===== config.mk =====
export PLATFORM = sky130hd
export DESIGN_NAME = dual_carry_slice
export DESIGN_NICKNAME = d
export VERILOG_FILES = /design/src/rtl/dcs_pkg.sv /design/src/rtl/dcs_mode_decode.sv /design/src/rtl/dcs_carry_src.sv /design/src/rtl/dcs_bit_slice.sv /design/src/rtl/dual_carry_slice.sv
export SDC_FILE = /design/constraint.sdc
export NUM_CORES = 1
export LEC_CHECK = 0
export BUFFER_PORTS_ARGS = -buffer_cell sky130_fd_sc_hd__buf_2
export CAP_MARGIN = 20
export CORE_UTILIZATION = 25
export DETAILED_ROUTE_END_ITERATION = 8
export SETUP_SLACK_MARGIN = 0.15
export SYNTH_ARGS = -nofsm -noshare
export SYNTH_HDL_FRONTEND = slang
export SYNTH_SLANG_ARGS = --single-unit

===== constraint.sdc =====
create_clock -name vclk -period 2.35
set_clock_uncertainty 0.05 [all_clocks]
set_input_delay 0.1175 -clock vclk [all_inputs]
set_output_delay 0.1175 -clock vclk [all_outputs]
set_load 0.01 [all_outputs]

===== src/rtl/dcs_pkg.sv =====
package dcs_pkg;

    localparam int MODE_W    = 6;
    localparam int NUM_MODES = 43;
    localparam int N_HALF    = 2;

    typedef enum logic [MODE_W-1:0] {
        M_ADD_LO_CI   = 6'd0,  M_ADD_PAIR_CI = 6'd1,  M_ADD_HI_P1   = 6'd2,
        M_ADD_HI_CI   = 6'd3,  M_ADD_HI_NP3  = 6'd4,
        M_SUB_LO_CI   = 6'd5,  M_SUB_PAIR_CI = 6'd6,  M_SUB_HI_ONE  = 6'd7,
        M_SUB_HI_CI   = 6'd8,  M_SUB_HI_P1   = 6'd9,  M_SUB_HI_NP3  = 6'd10,
        M_ADS_LO_CI   = 6'd11, M_ADS_PAIR_CI = 6'd12, M_ADS_HI_CI   = 6'd13,
        M_ADS_HI_P1   = 6'd14, M_ADS_HI_NP3  = 6'd15,
        M_INC_LO_CI   = 6'd16, M_INC_PAIR_1  = 6'd17, M_INC_PAIR_CI = 6'd18,
        M_INC_HI_ONE  = 6'd19, M_INC_HI_CI   = 6'd20, M_INC_HI_P1   = 6'd21,
        M_INC_HI_NP3  = 6'd22,
        M_DEC_LO_CI   = 6'd23, M_DEC_PAIR_0  = 6'd24, M_DEC_PAIR_CI = 6'd25,
        M_DEC_HI_ZERO = 6'd26, M_DEC_HI_CI   = 6'd27, M_DEC_HI_P1   = 6'd28,
        M_DEC_HI_NP3  = 6'd29,
        M_IDC_LO_CI   = 6'd30, M_IDC_PAIR_EN = 6'd31, M_IDC_PAIR_CI = 6'd32,
        M_IDC_HI_ZERO = 6'd33, M_IDC_HI_CI   = 6'd34, M_IDC_HI_P1   = 6'd35,
        M_PASS_ZERO   = 6'd36, M_PASS_ONE    = 6'd37, M_PASS_CI     = 6'd38,
        M_PASS_P1     = 6'd39, M_PASS_NP3    = 6'd40, M_PASS_HI_A   = 6'd41,
        M_PEEK_CI     = 6'd42
    } mode_e;

    typedef enum logic [2:0] {
        OP_NONE, OP_ADD, OP_SUB, OP_ADS, OP_INC, OP_DEC, OP_IDC
    } op_e;

    typedef enum logic [2:0] {
        SRC_CHAIN, SRC_LO_A, SRC_NCTL, SRC_CTL, SRC_ZERO, SRC_ONE
    } src_e;

    typedef struct packed {
        op_e  lo_op;
        op_e  hi_op;
        src_e src;
        logic lo_int;      // lower result uses internal carry, not routing pin
        logic hi_int;      // upper result uses internal carry, not routing pin
        logic hi_m_lo;     // upper result direction taken from lower control
        logic out_hi_a;    // cell carry-out driven from upper A
    } ctrl_t;

    typedef struct packed {
        logic lo_out;
        logic hi_out;
        logic mid;
        logic chain;
    } res_t;

endpackage


===== src/rtl/dcs_mode_decode.sv =====
module dcs_mode_decode
    import dcs_pkg::*;
(
    input  logic [MODE_W-1:0] mode_i,
    output ctrl_t             ctrl_o
);

    always_comb begin
        ctrl_o = '{lo_op: OP_NONE, hi_op: OP_NONE, src: SRC_ZERO,
                   lo_int: 1'b0, hi_int: 1'b0, hi_m_lo: 1'b0, out_hi_a: 1'b0};
        case (mode_i)
            M_ADD_LO_CI:   begin ctrl_o.lo_op = OP_ADD; ctrl_o.src = SRC_CHAIN; end
            M_ADD_PAIR_CI: begin ctrl_o.lo_op = OP_ADD; ctrl_o.hi_op = OP_ADD; ctrl_o.src = SRC_CHAIN; end
            M_ADD_HI_P1:   begin ctrl_o.hi_op = OP_ADD; ctrl_o.src = SRC_LO_A; end
            M_ADD_HI_CI:   begin ctrl_o.hi_op = OP_ADD; ctrl_o.src = SRC_CHAIN; end
            M_ADD_HI_NP3:  begin ctrl_o.hi_op = OP_ADD; ctrl_o.src = SRC_NCTL; end

            M_SUB_LO_CI:   begin ctrl_o.lo_op = OP_SUB; ctrl_o.src = SRC_CHAIN; end
            M_SUB_PAIR_CI: begin ctrl_o.lo_op = OP_SUB; ctrl_o.hi_op = OP_SUB; ctrl_o.src = SRC_CHAIN; end
            M_SUB_HI_ONE:  begin ctrl_o.hi_op = OP_SUB; ctrl_o.src = SRC_ONE; ctrl_o.hi_int = 1'b1; end
            M_SUB_HI_CI:   begin ctrl_o.hi_op = OP_SUB; ctrl_o.src = SRC_CHAIN; end
            M_SUB_HI_P1:   begin ctrl_o.hi_op = OP_SUB; ctrl_o.src = SRC_LO_A; end
            M_SUB_HI_NP3:  begin ctrl_o.hi_op = OP_SUB; ctrl_o.src = SRC_NCTL; end

            M_ADS_LO_CI:   begin ctrl_o.lo_op = OP_ADS; ctrl_o.src = SRC_CHAIN; end
            M_ADS_PAIR_CI: begin ctrl_o.lo_op = OP_ADS; ctrl_o.hi_op = OP_ADS; ctrl_o.src = SRC_CHAIN; end
            M_ADS_HI_CI:   begin ctrl_o.hi_op = OP_ADS; ctrl_o.src = SRC_CHAIN; end
            M_ADS_HI_P1:   begin ctrl_o.hi_op = OP_ADS; ctrl_o.src = SRC_LO_A; end
            M_ADS_HI_NP3:  begin
                ctrl_o.hi_op = OP_ADS; ctrl_o.src = SRC_NCTL;
                ctrl_o.hi_int = 1'b1; ctrl_o.hi_m_lo = 1'b1;
            end

            M_INC_LO_CI:   begin ctrl_o.lo_op = OP_INC; ctrl_o.src = SRC_CHAIN; end
            M_INC_PAIR_1:  begin
                ctrl_o.lo_op = OP_INC; ctrl_o.hi_op = OP_INC;
                ctrl_o.src = SRC_ONE; ctrl_o.lo_int = 1'b1;
            end
            M_INC_PAIR_CI: begin ctrl_o.lo_op = OP_INC; ctrl_o.hi_op = OP_INC; ctrl_o.src = SRC_CHAIN; end
            M_INC_HI_CI:   begin ctrl_o.hi_op = OP_INC; ctrl_o.src = SRC_CHAIN; end
            M_INC_HI_P1:   begin ctrl_o.hi_op = OP_INC; ctrl_o.src = SRC_LO_A; end
            M_INC_HI_NP3:  begin ctrl_o.hi_op = OP_INC; ctrl_o.src = SRC_NCTL; end

            M_DEC_LO_CI:   begin ctrl_o.lo_op = OP_DEC; ctrl_o.src = SRC_CHAIN; end
            M_DEC_PAIR_0:  begin
                ctrl_o.lo_op = OP_DEC; ctrl_o.hi_op = OP_DEC;
                ctrl_o.src = SRC_ZERO; ctrl_o.lo_int = 1'b1;
            end
            M_DEC_PAIR_CI: begin ctrl_o.lo_op = OP_DEC; ctrl_o.hi_op = OP_DEC; ctrl_o.src = SRC_CHAIN; end
            M_DEC_HI_CI:   begin ctrl_o.hi_op = OP_DEC; ctrl_o.src = SRC_CHAIN; end
            M_DEC_HI_P1:   begin ctrl_o.hi_op = OP_DEC; ctrl_o.src = SRC_LO_A; end
            M_DEC_HI_NP3:  begin ctrl_o.hi_op = OP_DEC; ctrl_o.src = SRC_NCTL; end

            // The three always-enabled one-bit modes share one decrement-with-zero form
            M_INC_HI_ONE, M_DEC_HI_ZERO, M_IDC_HI_ZERO: begin
                ctrl_o.hi_op = OP_DEC; ctrl_o.src = SRC_ZERO; ctrl_o.hi_int = 1'b1;
            end

            M_IDC_LO_CI:   begin ctrl_o.lo_op = OP_IDC; ctrl_o.src = SRC_CHAIN; end
            M_IDC_PAIR_EN: begin
                ctrl_o.lo_op = OP_IDC; ctrl_o.hi_op = OP_IDC;
                ctrl_o.src = SRC_CTL; ctrl_o.lo_int = 1'b1;
            end
            M_IDC_PAIR_CI: begin ctrl_o.lo_op = OP_IDC; ctrl_o.hi_op = OP_IDC; ctrl_o.src = SRC_CHAIN; end
            M_IDC_HI_CI:   begin ctrl_o.hi_op = OP_IDC; ctrl_o.src = SRC_CHAIN; end
            M_IDC_HI_P1:   begin ctrl_o.hi_op = OP_IDC; ctrl_o.src = SRC_LO_A; end

            M_PASS_ZERO:   ctrl_o.src = SRC_ZERO;
            M_PASS_ONE:    ctrl_o.src = SRC_ONE;
            M_PASS_CI,
            M_PEEK_CI:     ctrl_o.src = SRC_CHAIN;
            M_PASS_P1:     ctrl_o.src = SRC_LO_A;
            M_PASS_NP3:    ctrl_o.src = SRC_NCTL;
            M_PASS_HI_A:   begin ctrl_o.src = SRC_ZERO; ctrl_o.out_hi_a = 1'b1; end
            default: ;
        endcase
    end

endmodule


===== src/rtl/dcs_carry_src.sv =====
module dcs_carry_src
    import dcs_pkg::*;
(
    input  src_e src_i,
    input  logic chain_i,
    input  logic lo_a_i,
    input  logic lo_ctl_i,
    output logic carry_o
);

    always_comb begin
        case (src_i)
            SRC_CHAIN: carry_o = chain_i;
            SRC_LO_A:  carry_o = lo_a_i;
            SRC_NCTL:  carry_o = ~lo_ctl_i;
            SRC_CTL:   carry_o = lo_ctl_i;
            SRC_ONE:   carry_o = 1'b1;
            default:   carry_o = 1'b0;
        endcase
    end

endmodule


===== src/rtl/dcs_bit_slice.sv =====
module dcs_bit_slice
    import dcs_pkg::*;
(
    input  op_e  op_i,
    input  logic a_i,
    input  logic b_i,
    input  logic pin_i,      // routing-pin carry term for the result
    input  logic c_i,        // internal carry into this bit
    input  logic sum_ctl_i,  // direction seen by the result logic
    input  logic dir_i,      // direction seen by the carry logic
    input  logic use_int_i,
    output logic s_o,
    output logic co_o
);

    logic t;
    logic add_co;
    logic sub_co;

    always_comb begin
        t      = use_int_i ? c_i : pin_i;
        add_co = (a_i & b_i) | (c_i & (a_i | b_i));
        sub_co = (a_i & ~b_i) | (c_i & (a_i | ~b_i));
        s_o    = 1'b0;
        co_o   = c_i;
        case (op_i)
            OP_ADD: begin s_o = a_i ^ b_i ^ t;               co_o = add_co; end
            OP_SUB: begin s_o = ~(a_i ^ b_i ^ t);            co_o = sub_co; end
            OP_ADS: begin s_o = ~(a_i ^ b_i ^ t ^ sum_ctl_i); co_o = dir_i ? add_co : sub_co; end
            OP_INC: begin s_o = a_i ^ t;                     co_o = a_i & c_i; end
            OP_DEC: begin s_o = ~(a_i ^ t);                  co_o = a_i | c_i; end
            OP_IDC: begin
                s_o  = a_i ^ t ^ ~sum_ctl_i;
                co_o = dir_i ? (a_i & c_i) : (a_i | c_i);
            end
            default: ;
        endcase
    end

endmodule


===== src/rtl/dual_carry_slice.sv =====
module dual_carry_slice
    import dcs_pkg::*;
(
    input  logic [MODE_W-1:0] mode,
    input  logic              chain_in,
    input  logic              lo_a,
    input  logic              lo_b,
    input  logic              lo_ctl,
    input  logic              lo_sum_c,
    input  logic              hi_a,
    input  logic              hi_b,
    input  logic              hi_ctl,
    input  logic              hi_sum_c,
    output logic              lo_out,
    output logic              hi_out,
    output logic              mid_carry,
    output logic              chain_out
);

    ctrl_t             ctrl;
    logic              src_c;
    logic [N_HALF-1:0] a_v, b_v, p_v, m_v, int_v, s_v, ci_v, co_v;
    op_e               op_v [N_HALF];
    res_t              res_d;

    dcs_mode_decode u_decode (
        .mode_i (mode),
        .ctrl_o (ctrl)
    );

    dcs_carry_src u_src (
        .src_i    (ctrl.src),
        .chain_i  (chain_in),
        .lo_a_i   (lo_a),
        .lo_ctl_i (lo_ctl),
        .carry_o  (src_c)
    );

    assign a_v   = {hi_a, lo_a};
    assign b_v   = {hi_b, lo_b};
    assign p_v   = {hi_sum_c, lo_sum_c};
    assign m_v   = {(ctrl.hi_m_lo ? lo_ctl : hi_ctl), lo_ctl};
    assign int_v = {ctrl.hi_int, ctrl.lo_int};
    assign op_v[0] = ctrl.lo_op;
    assign op_v[1] = ctrl.hi_op;

    for (genvar i = 0; i < N_HALF; i++) begin : g_half
        if (i == 0) begin : g_first
            assign ci_v[i] = src_c;
        end else begin : g_next
            assign ci_v[i] = co_v[i-1];
        end
        dcs_bit_slice u_slice (
            .op_i      (op_v[i]),
            .a_i       (a_v[i]),
            .b_i       (b_v[i]),
            .pin_i     (p_v[i]),
            .c_i       (ci_v[i]),
            .sum_ctl_i (m_v[i]),
            .dir_i     (lo_ctl),
            .use_int_i (int_v[i]),
            .s_o       (s_v[i]),
            .co_o      (co_v[i])
        );
    end

    always_comb begin
        res_d.lo_out = s_v[0];
        res_d.hi_out = s_v[N_HALF-1];
        res_d.mid    = co_v[0];
        res_d.chain  = ctrl.out_hi_a ? hi_a : co_v[N_HALF-1];
    end

    assign lo_out    = res_d.lo_out;
    assign hi_out    = res_d.hi_out;
    assign mid_carry = res_d.mid;
    assign chain_out = res_d.chain;

endmodule


* After elaboration in Yosys (flattened, before gate mapping)
Index checks and enable logic that the tools add are counted.
** Cells by class
- Equal/unequal tests :: 57
- Bitwise gates (word level) :: 40
- Multiplexer cells :: 20
- Reduce and logical (&&, ||, !) cells :: 20
** Operators with widths (number)
- $eq A6 B5 Y1 const B :: 16
- $eq A6 B6 Y1 const B :: 10
- $eq A6 B4 Y1 const B :: 8
- $pmux W3 S6 :: 2
- $eq A6 B3 Y1 const B :: 4
- $pmux W1 S6 :: 4
- $eq A3 B3 Y1 const B :: 7
- $reduce_or A20 Y1 :: 1
- $eq A3 B2 Y1 const B :: 6
- $pmux W3 S5 :: 1
- $reduce_or A3 Y1 :: 5
- $reduce_or A5 Y1 :: 3
- $eq A6 B2 Y1 const B :: 2
- $mux W1 :: 12
- $reduce_or A4 Y1 :: 3
- $and A1 B1 Y1 :: 10
- $not A1 Y1 :: 10
- $or A1 B1 Y1 :: 10
- $xor A1 B1 Y1 :: 10
- $eq A3 B1 Y1 const B :: 3
- $reduce_or A8 Y1 :: 1
- $reduce_or A7 Y1 :: 1
- $eq A6 B1 Y1 const B :: 1
- $logic_not A6 Y1 :: 1
- other kinds (4) :: 6
** Word-level totals
- Bits of input ports :: 15
- Logic and storage cells :: 137
- Register bits after elaboration :: 0

* Longest topological paths before layout
Gate-level depths: netlist of the first run.
- Depth in word-level cells :: 14
- Mapped depth :: 12
- Depth with buffers taken out :: 9

* Cells and area by module
Synthesis of the first run repeated with hierarchy kept, for this count alone.
** Unflattened totals
- Cell total of the unflattened synthesis :: 189
- Area total of the unflattened synthesis :: 1281.2 µm²
** By module, submodules not included
- dcs_mode_decode :: seq. area each 0.0 µm², times used 1, cells each 105, area an instance 653.1 µm²
- dcs_bit_slice :: seq. area each 0.0 µm², times used 2, cells each 38, area an instance 280.3 µm²
- dcs_carry_src :: seq. area each 0.0 µm², times used 1, cells each 6, area an instance 37.5 µm²
- dual_carry_slice :: seq. area each 0.0 µm², times used 1, cells each 2, area an instance 30.0 µm²

* Least setup slack after synthesis of the first run
OpenSTA, ideal clock, no wires.
- Kind :: input to output
- Start point :: input mode[1]
- End point :: output chain_out
- Slack :: 0.041 ns
- Cell stages on the path :: 12
- Data arrival time :: 2.142 ns
- Required time :: 2.183 ns
- Cells stage by stage :: buf_4 -> buf_4 -> buf_2 -> o211ai_1 -> o32a_1 -> nand3_1 -> a2111o_1 -> o31ai_2 -> a21oi_2 -> o31a_1 -> a22oi_1 -> a211oi_1
** On the way
- Cells in the longest elaborated chain, start to end :: 14
** RTL lines
- from (decl) :: line dual_carry_slice.sv:4 : input logic [MODE_W-1:0] mode,
- $eq A6 B6 Y1 (tied with other cells) :: line dcs_mode_decode.sv:11 : case (mode_i)
- $reduce_or A20 Y1 (no line) (tied with other cells)
- $pmux W3 S5 :: line dcs_mode_decode.sv:11
- $eq A3 B3 Y1 (tied with other cells) :: line dcs_carry_src.sv:12 : case (src_i)
- $pmux W1 S5 :: line dcs_carry_src.sv:12
- $and A1 B1 Y1 (on tied branches) :: line dcs_bit_slice.sv:23, dcs_bit_slice.sv:22
- $or A1 B1 Y1 (on tied branches) :: line dcs_bit_slice.sv:23, dcs_bit_slice.sv:22
- $mux W1 :: line dcs_bit_slice.sv:29 : OP_ADS: begin s_o = ~(a_i ^ b_i ^ t ^ sum_ctl_i); co_o = dir_i ? add_co : sub_co; end
- $pmux W1 S6 :: line dcs_bit_slice.sv:26 : case (op_i)
- $and A1 B1 Y1 (on tied branches) :: line dcs_bit_slice.sv:23, dcs_bit_slice.sv:22
- $or A1 B1 Y1 (on tied branches) :: line dcs_bit_slice.sv:23, dcs_bit_slice.sv:22
- $mux W1 :: line dcs_bit_slice.sv:29
- $pmux W1 S6 :: line dcs_bit_slice.sv:26
- $mux W1 * :: line dual_carry_slice.sv:71 : res_d.chain = ctrl.out_hi_a ? hi_a : co_v[N_HALF-1];
- to (decl) :: line dual_carry_slice.sv:17 : output logic chain_out
Mark *: on every way between the ends. The rest lies on a longest branch, timed or not.

* Worst setup path in the final report of the first run
- Start point :: input mode[0]
- End point :: output chain_out
The elaborated chain is that of the path after synthesis.

==> impl_metrics.toml, run 1 <==
[power_and_ir_drop]
seqPwrFrac_pct = 0
vdd_drop_max_mv = 0.118
comb_power_share_pct = 100.0
p_leak_nw = 1.06
swShare_pct = 50.9
power.switching_uw = 236
powerDensity_mw_per_mm2 = 193
clkPwrFrac_pct = 0
internal_power_uw = 228
total_power_uw = 465

[layout]
layout.nets = 341
seq_area_sq_um = 0
area_growth_pct = 60.4
final_area_sq_mm = 0.00241
nClkBuffers = 0
drive_above_1_share_pct = 41.8
n_antenna_cell = 0
fillCellCount = 573
seq_cells = 0

[detailed_routing]
drcViolationCount = 0
dr.pass1.iters = 5
vias_per_cell = 5.39
ant_nets = 0
drt_iter0_markers = 125
routed_wire_length_per_instance_um = 13.9
wl_um = 5390
vias = 2091

[timing]
period_needed_ns = 2.49
rsz0062_at_grt = "yes"
setup_viol = 3
drv_slew = 0
worst_pin_slew_ns = 0.529
hold_violations = 0
fin_crit_sh_pct = 106
max_freq_mhz = 401
setup_ws_ns = -0.141
finalSetupTns_ns = -0.281
relSlewSlack_pct = 64.2

[floorplanning]
fp.coreArea_sq_mm = 0.00564
die_area_sq_mm = 0.00631
io_pins = 19
initial_utilization_pct = 26.6
die-width_um = 79.5
die_h_um = 79.5
num_rows = 27

[critical_path]
crit_type = "in2out"
cp-end-kind = "primary output"
critPathArrivalTime_ns = 2.32
critPathMaxFanout = 5
crit_start = "mode[0]"
cp.required_ns = 2.18
endpoint = "chain_out"
worst_setup_path_start_kind = "input port"

[hold_path]
hold_path.class = "in2out"

[global_routing]
grt_pass1_vias = 1932
met2_usage_pct = 32.1
grt_pass1_wl_um = 8950
met3_usage_pct = 0.229
grt-busiest-layer = "met2"
grtUsageMet1_pct = 23.0
overflow = 0
grt_max_degree = 18
gr-usage-all-layers_pct = 17.2
antenna_found_initial = 0

[synth]
mappedNetlistNets = 265
synth_area_per_cell_sq_um = 6.20
synth_area_leaders = "ha_1, o21ai_0, nor2_1"
synth_cell_types = 58
synth_cells = 242
synth_top_area_cell = "ha_1"
netlist_area_sq_mm = 0.00150
synth_top_area_share_pct = 6.67
ys_warn_count = 0
ys_seq_area_share_pct = 0

[place]
dp_hpwl_um = 4190
placement.cell_area_sq_mm = 0.00218
gp_congestion = 0.883
port_buffers = 19

[status]
outcome = "finished, violations left"
violations = "setup timing"

[flow_run]
maxCapViolCount = 0
## worst min path at each step
stage	start	end	slack, ns	cells after the start
global placement	hi_sum_c	hi_out	0.69	6
detailed placement	hi_sum_c	hi_out	0.70	6
finish	hi_sum_c	hi_out	0.70	6
floorplan	hi_a	chain_out	0.44	4
global route	hi_sum_c	hi_out	0.77	6
CTS	hi_sum_c	hi_out	0.70	6
## power groups by stage
stage / Clock [mW] / Sequential (mW) / Combinational (mW)
finish: 0 / 0 / 0.465
global route: 0 / 0 / 0.506
CTS: 0 / 0 / 0.432
detailed placement: 0 / 0 / 0.411
global placement: 0 / 0 / 0.407
floorplan: 0 / 0 / 0.245
## cell usage after synthesis (all sizes together) (8+ instances only)
master  count
nand2      20
nor2b       9
ha          8
nor3       12
buf        15
a21oi      15
nor2       24
inv        15
nand3       8
o21ai      24
## cells by family after synthesis
family | after synthesis | synth area share (%)
adders and majority gates | 8 | 6.67
muxes | 5 | 3.42
and+or+nand+nor | 93 | 30.9
buffers and inverters | 35 | 10.6
xor gates and xnor gates | 10 | 5.84
AOI/OAI and AO/OA | 91 | 42.5
## worst max-delay path, cell delays in order
cell and delay, ns:
buf_12 0.11, nor2b_4 0.12, or3_1 0.36, a31o_1 0.25
a2111o_1 0.41, o31ai_4 0.11, a31oi_1 0.13, a21o_1 0.22
a221oi_2 0.29, a211oi_2 0.05, buf_2 0.16
## layer usage
metal	vias to the layer above	wire (um)
met5	-	0
met4	0	18
met3	2	242
met2	53	2650
met1	977	2480
li1	1059	-
## cells in the final DEF, fill, tap and decap left out, drive strengths merged, types with 5 or more instances in the layout
cell type	instances
o31ai	5
a32oi	5
nor2	24
inv	15
o21ai	24
xor2	5
nor3	12
buf	94
nand2	20
xnor2	5
nand3	8
a21oi	15
nor2b	9
ha	8
## area by class of cell
type                       instances  area [sq um]  area share (%)
multi-input combinational        207          1510            62.9
timing repair buffer              94           747            31.0
tap                               72          90.1            3.74
inverter                          15          56.3            2.34
## timing repair
item	in CTS	in global routing
endpoints found under the setup margin	4	4
buffers inserted	3	0
pin swaps	14	15
gates cloned	0	0
gates resized for setup	23	32
hold buffers	0	0
## per-stage QoR
stage / setup slack [ns] / std cells / utilization, % / hold WS (ns)
after floorplan: 0.0640 / 242 / - / 0.445
after global placement: -0.370 / 385 / 38.6 / 0.691
final: -0.141 / 388 / 42.6 / 0.702
after CTS: -0.176 / 388 / 40.4 / 0.703
after detailed placement: -0.377 / 385 / 38.6 / 0.702
after global routing: -0.234 / 388 / 42.6 / 0.767
No activity file was read; power rests on OpenSTA's default activity.
==> inputs of run 2 (changes only) <==
==> constraint.sdc (replaced) <==
create_clock -name vclk -period 2.35
set_clock_uncertainty 0.05 [all_clocks]
set_input_delay 0.47 -clock vclk [all_inputs]
set_output_delay 0.47 -clock vclk [all_outputs]
set_load 0.01 [all_outputs]
==> run 2 against run 1 <==
Compared with the run above: the flow still finishes with violations (setup timing); design area rose by 7.4%; wire length up 3.9%; die area unchanged; via count grew 4.4%; combinational power grew 7.1%; maximum frequency is 23% lower; non-clock buffer count grew 25.
==> impl_metrics.toml, run 2 (same netlist as run 1, synthesis figures left out) <==
[power_and_ir_drop]
p_leak_nw = 1.17
vdd_drop_max_mv = 0.105
powerDensity_mw_per_mm2 = 193
total_power_uw = 498

[layout]
seq_cells = 0
fin_cells = 413
n_antenna_cell = 0
most-common-layout-cells = "buf_4, nor2_1, nand2_1, o21ai_0, a21oi_1"
area_growth_pct = 72.2
fin_util_pct = 45.8
fillCellCount = 550
layout.nets = 366
drive_above_1_share_pct = 45.2
multi_input_area_sq_mm = 0.00151
final_common_cell = "buf_4"
nClkBuffers = 0
seq_area_sq_um = 0

[timing]
relSlewSlack_pct = 60.8
setup_viol = 4
worst_pin_slew_ns = 0.581
hold_violations = 0
drv_slew = 0
fin_crit_sh_pct = 138
finalSetupTns_ns = -3.01
max_freq_mhz = 308
rsz0062_at_grt = "yes"
setup_ws_ns = -0.901
period_needed_ns = 3.25

[floorplanning]
die_area_sq_mm = 0.00631
die-width_um = 79.5
initial_utilization_pct = 26.6
fp.coreArea_sq_mm = 0.00564
die_h_um = 79.5
io_pins = 19
num_rows = 27

[global_routing]
antenna_found_initial = 0
met2_usage_pct = 33.2
gr-usage-all-layers_pct = 18.3
grtUsageMet1_pct = 24.1
overflow = 0
met3_usage_pct = 0.343
grt_pass1_vias = 2107
grt_max_degree = 18
grt_pass1_wl_um = 9580
grt-busiest-layer = "met2"

[detailed_routing]
drcViolationCount = 0
drt_iter0_markers = 112
wl_um = 5590
vias = 2184
ant_nets = 0
routed_wire_length_per_instance_um = 13.5
dr.pass1.iters = 4
vias_per_cell = 5.29

[critical_path]
critPathArrivalTime_ns = 2.73
cp-end-kind = "primary output"
cp.required_ns = 1.83
worst_setup_path_start_kind = "input port"
crit_type = "in2out"
critPathMaxFanout = 4

[place]
dp.cells = 409
port_buffers = 19
gp_congestion = 0.923
dp_hpwl_um = 4380

[hold_path]
whs_path_depth = 5
whs_endpoint = "hi_out"
hp-start = "hi_sum_c"
hold_path.class = "in2out"

[cts]
hold_buffers = 0

[status]
outcome = "finished, violations left"
violations = "setup timing"

[flow_run]
maxCapViolCount = 0
==> run 2: cell types whose count changed in the layout (fill, tap and decap cells not counted), sizes merged <==
cell / delta
buf: +25
inv: -1
clkinvlp: +1
==> run 2: repair_timing <==
item / in CTS / in global routing
pin swaps: 17 / 11
buffers inserted: 2 / 2
setup endpoints to repair: 4 / 4
resized for setup: 33 / 14
==> run 2: how the worst max path moves through the flow <==
stage / from / endpoint / slack, ns / cells after the start
6_report: mode[0] / chain_out / -0.90 / 13
5_1_grt: mode[0] / chain_out / -0.98 / 13
4_1_cts: mode[4] / chain_out / -0.88 / 11
3_5_place_dp: mode[0] / chain_out / -1.07 / 12
3_3_place_gp: mode[0] / chain_out / -0.98 / 12
2_1_floorplan: mode[1] / chain_out / -0.64 / 12
==> run 2: area by class of cell <==
type               count  area share, %
multi-input cells    207           58.4
repair buffers       119           35.8
well taps             72           3.49
inverters             15           2.32
==> run 2: where the power goes <==
group | switching [mW] | internal (mW)
Combinational | 0.245 | 0.253
Clock | 0 | 0
Sequential | 0 | 0
==> run 2: metal layers <==
| metal | routed length (um) | part of all wire (%) |
|---|---|---|
| met5 | 0 | 0 |
| met3 | 209 | 3.7 |
| met1 | 2530 | 45 |
| met4 | 53 | 0.95 |
| met2 | 2800 | 50 |
==> run 2: stage by stage <==
step / hold slack [ns] / setup WS, ns / instance area [sq um]
3_3_place_gp: 1.40 / -0.978 / 2360
4_1_cts: 1.43 / -0.878 / 2500
2_1_floorplan: 1.15 / -0.640 / 1560
6_report: 1.42 / -0.901 / 2580
5_1_grt: 1.47 / -0.982 / 2580
3_5_place_dp: 1.43 / -1.07 / 2360
==> run 2: worst max-delay path, stage by stage <==
cell      delay (ns)
buf_8           0.11
buf_6           0.11
and3b_2         0.22
o21ai_4         0.15
a21boi_2        0.18
a2111o_1        0.17
buf_6           0.11
nor2_2          0.03
or3_4           0.38
o31a_1          0.32
a221oi_2        0.25
a211oi_2        0.05
buf_2           0.17
==> inputs of run 3 (changes only) <==
--- a/config.mk
+++ b/config.mk
@@ -9,6 +9,7 @@
 export CAP_MARGIN = 20
 export CORE_UTILIZATION = 25
 export DETAILED_ROUTE_END_ITERATION = 8
+export RECOVER_POWER = 25
 export SETUP_SLACK_MARGIN = 0.15
 export SYNTH_ARGS = -nofsm -noshare
 export SYNTH_HDL_FRONTEND = slang
==> constraint.sdc (replaced) <==
create_clock -name vclk -period 2.35
set_clock_uncertainty 0.05 [all_clocks]
set_input_delay 0 -clock vclk [all_inputs]
set_output_delay 0 -clock vclk [all_outputs]
set_load 0.01 [all_outputs]
==> run 3 against run 2 <==
Compared with the run above: the flow now finishes without violations; setup slack better by 0.92 ns; combinational power down 16%; maximum frequency is 39% higher; first-iteration DRC count increased by 27%; non-clock buffer count decreased by 49.
==> impl_metrics.toml, run 3 (same netlist as run 1, synthesis figures left out) <==
[power_and_ir_drop]
internal_power_uw = 197
power.switching_uw = 223
swShare_pct = 53.1
seqPwrFrac_pct = 0
comb_power_share_pct = 100.0
p_leak_nw = 0.931
vdd_drop_max_mv = 0.0905
clkPwrFrac_pct = 0
powerDensity_mw_per_mm2 = 193

[timing]
setup_viol = 0
drv_slew = 0
finalSetupTns_ns = 0
period_needed_ns = 2.33
rsz0062_at_grt = "yes"
setup_ws_ns = 0.0164
relSlewSlack_pct = 57.3
fin_crit_sh_pct = 99.3
worst_pin_slew_ns = 0.624
max_freq_mhz = 429
hold_violations = 0

[detailed_routing]
dr.pass1.iters = 4
drt-met1-wl_um = 2340
vias = 2004
drcViolationCount = 0
drt_iter0_markers = 142
wl_met3_um = 209
vias_per_cell = 5.51
wl_met2_um = 2440
ant_nets = 0
routed_wire_length_per_instance_um = 13.9
top_layer = "met4"
wl_um = 5070

[critical_path]
crit_type = "in2out"
cp-end-kind = "primary output"
crit_start = "mode[4]"
critPathMaxFanout = 9
slowest_delay_ns = 0.37
path_cells = "buf_8 > buf_6 > buf_6 > or3_1 > o32a_1 > nand3_2 > a2111o_1 > o31ai_4 > nor2_2 > buf_4 > o31a_1 > a22oi_2 > a211oi_2 > buf_2"
cp.required_ns = 2.30
cpMostUsedCell = "buf_6"
crit_family = "compound AO/OA/AOI/OAI gates"
critPathArrivalTime_ns = 2.28
worst_setup_path_start_kind = "input port"
cp_num_buf_inv = 5
cpMaxStageDelayCell = "o32a_1"

[layout]
most-common-layout-cells = "buf_4, nor2_1, nand2_1, o21ai_0, buf_2"
seq_area_sq_um = 0
fin_cells = 364
seq_cells = 0
n_antenna_cell = 0
nClkBuffers = 0
drive_above_1_share_pct = 34.9
area_growth_pct = 45.1
final_common_cell = "buf_4"
layout.nets = 317

[global_routing]
grt_max_degree = 20
antenna_found_initial = 0
overflow = 0
grt_pass1_vias = 1929
gr-usage-all-layers_pct = 16.8
grt_pass1_wl_um = 8870

[floorplanning]
die_h_um = 79.5
die-width_um = 79.5
fp.coreArea_sq_mm = 0.00564
die_area_sq_mm = 0.00631
num_rows = 27
initial_utilization_pct = 26.6
io_pins = 19

[place]
port_buffers = 19
gp_congestion = 0.895
dp.cells = 360
dp_hpwl_um = 3860
pre_cts_slack_ns = -0.0867

[status]
outcome = "finished, final reports clean"

[hold_path]
hp-start = "hi_sum_c"
hold_path.class = "in2out"

[flow_run]
maxCapViolCount = 0
## run 3: layout make-up
class	count	area, sq um
Inverter	15	56.3
Tap cell	72	90.1
Multi-Input combinational cell	207	1470
Timing Repair Buffer	70	564
Fill cell	602	3460
## run 3: path summary, 6_finish.rpt
kind                   endpoint  cells past startpoint  slack, ns
worst max-delay path  chain_out                     14       0.02
worst min-delay path     hi_out                      6       0.48
## run 3: stage by stage
stage,power (mW),hold WS [ns],util [%],instance area [sq um]
2_1_floorplan,0.230,0.212,-,1500
6_report,0.420,0.480,38.6,2180
3_5_place_dp,0.367,0.487,35.0,1970
5_1_grt,0.461,0.556,38.6,2180
3_3_place_gp,0.363,0.462,35.0,1970
4_1_cts,0.406,0.488,37.9,2140
## run 3: power groups by stage
| stage | clock network, mW | logic (mW) | registers, mW |
|---|---|---|---|
| finish | 0 | 0.420 | 0 |
| floorplan | 0 | 0.230 | 0 |
| global route | 0 | 0.461 | 0 |
| detailed placement | 0 | 0.367 | 0 |
| global placement | 0 | 0.363 | 0 |
| CTS | 0 | 0.406 | 0 |
## run 3: what timing repair did
| item | 4_1_cts | 5_1_grt |
|---|---|---|
| gates cloned | 1 | 0 |
| resized for setup | 34 | 12 |
| hold buffers | 0 | 0 |
| setup buffers | 3 | 0 |
| setup endpoints to repair | 3 | 4 |
| pin swaps | 20 | 14 |
## run 3: metal layers
metal,up-vias,track usage [%]
met2,49,29.1
met5,-,0
met3,8,0.457
li1,1007,-
met4,0,3.82
met1,940,22.7
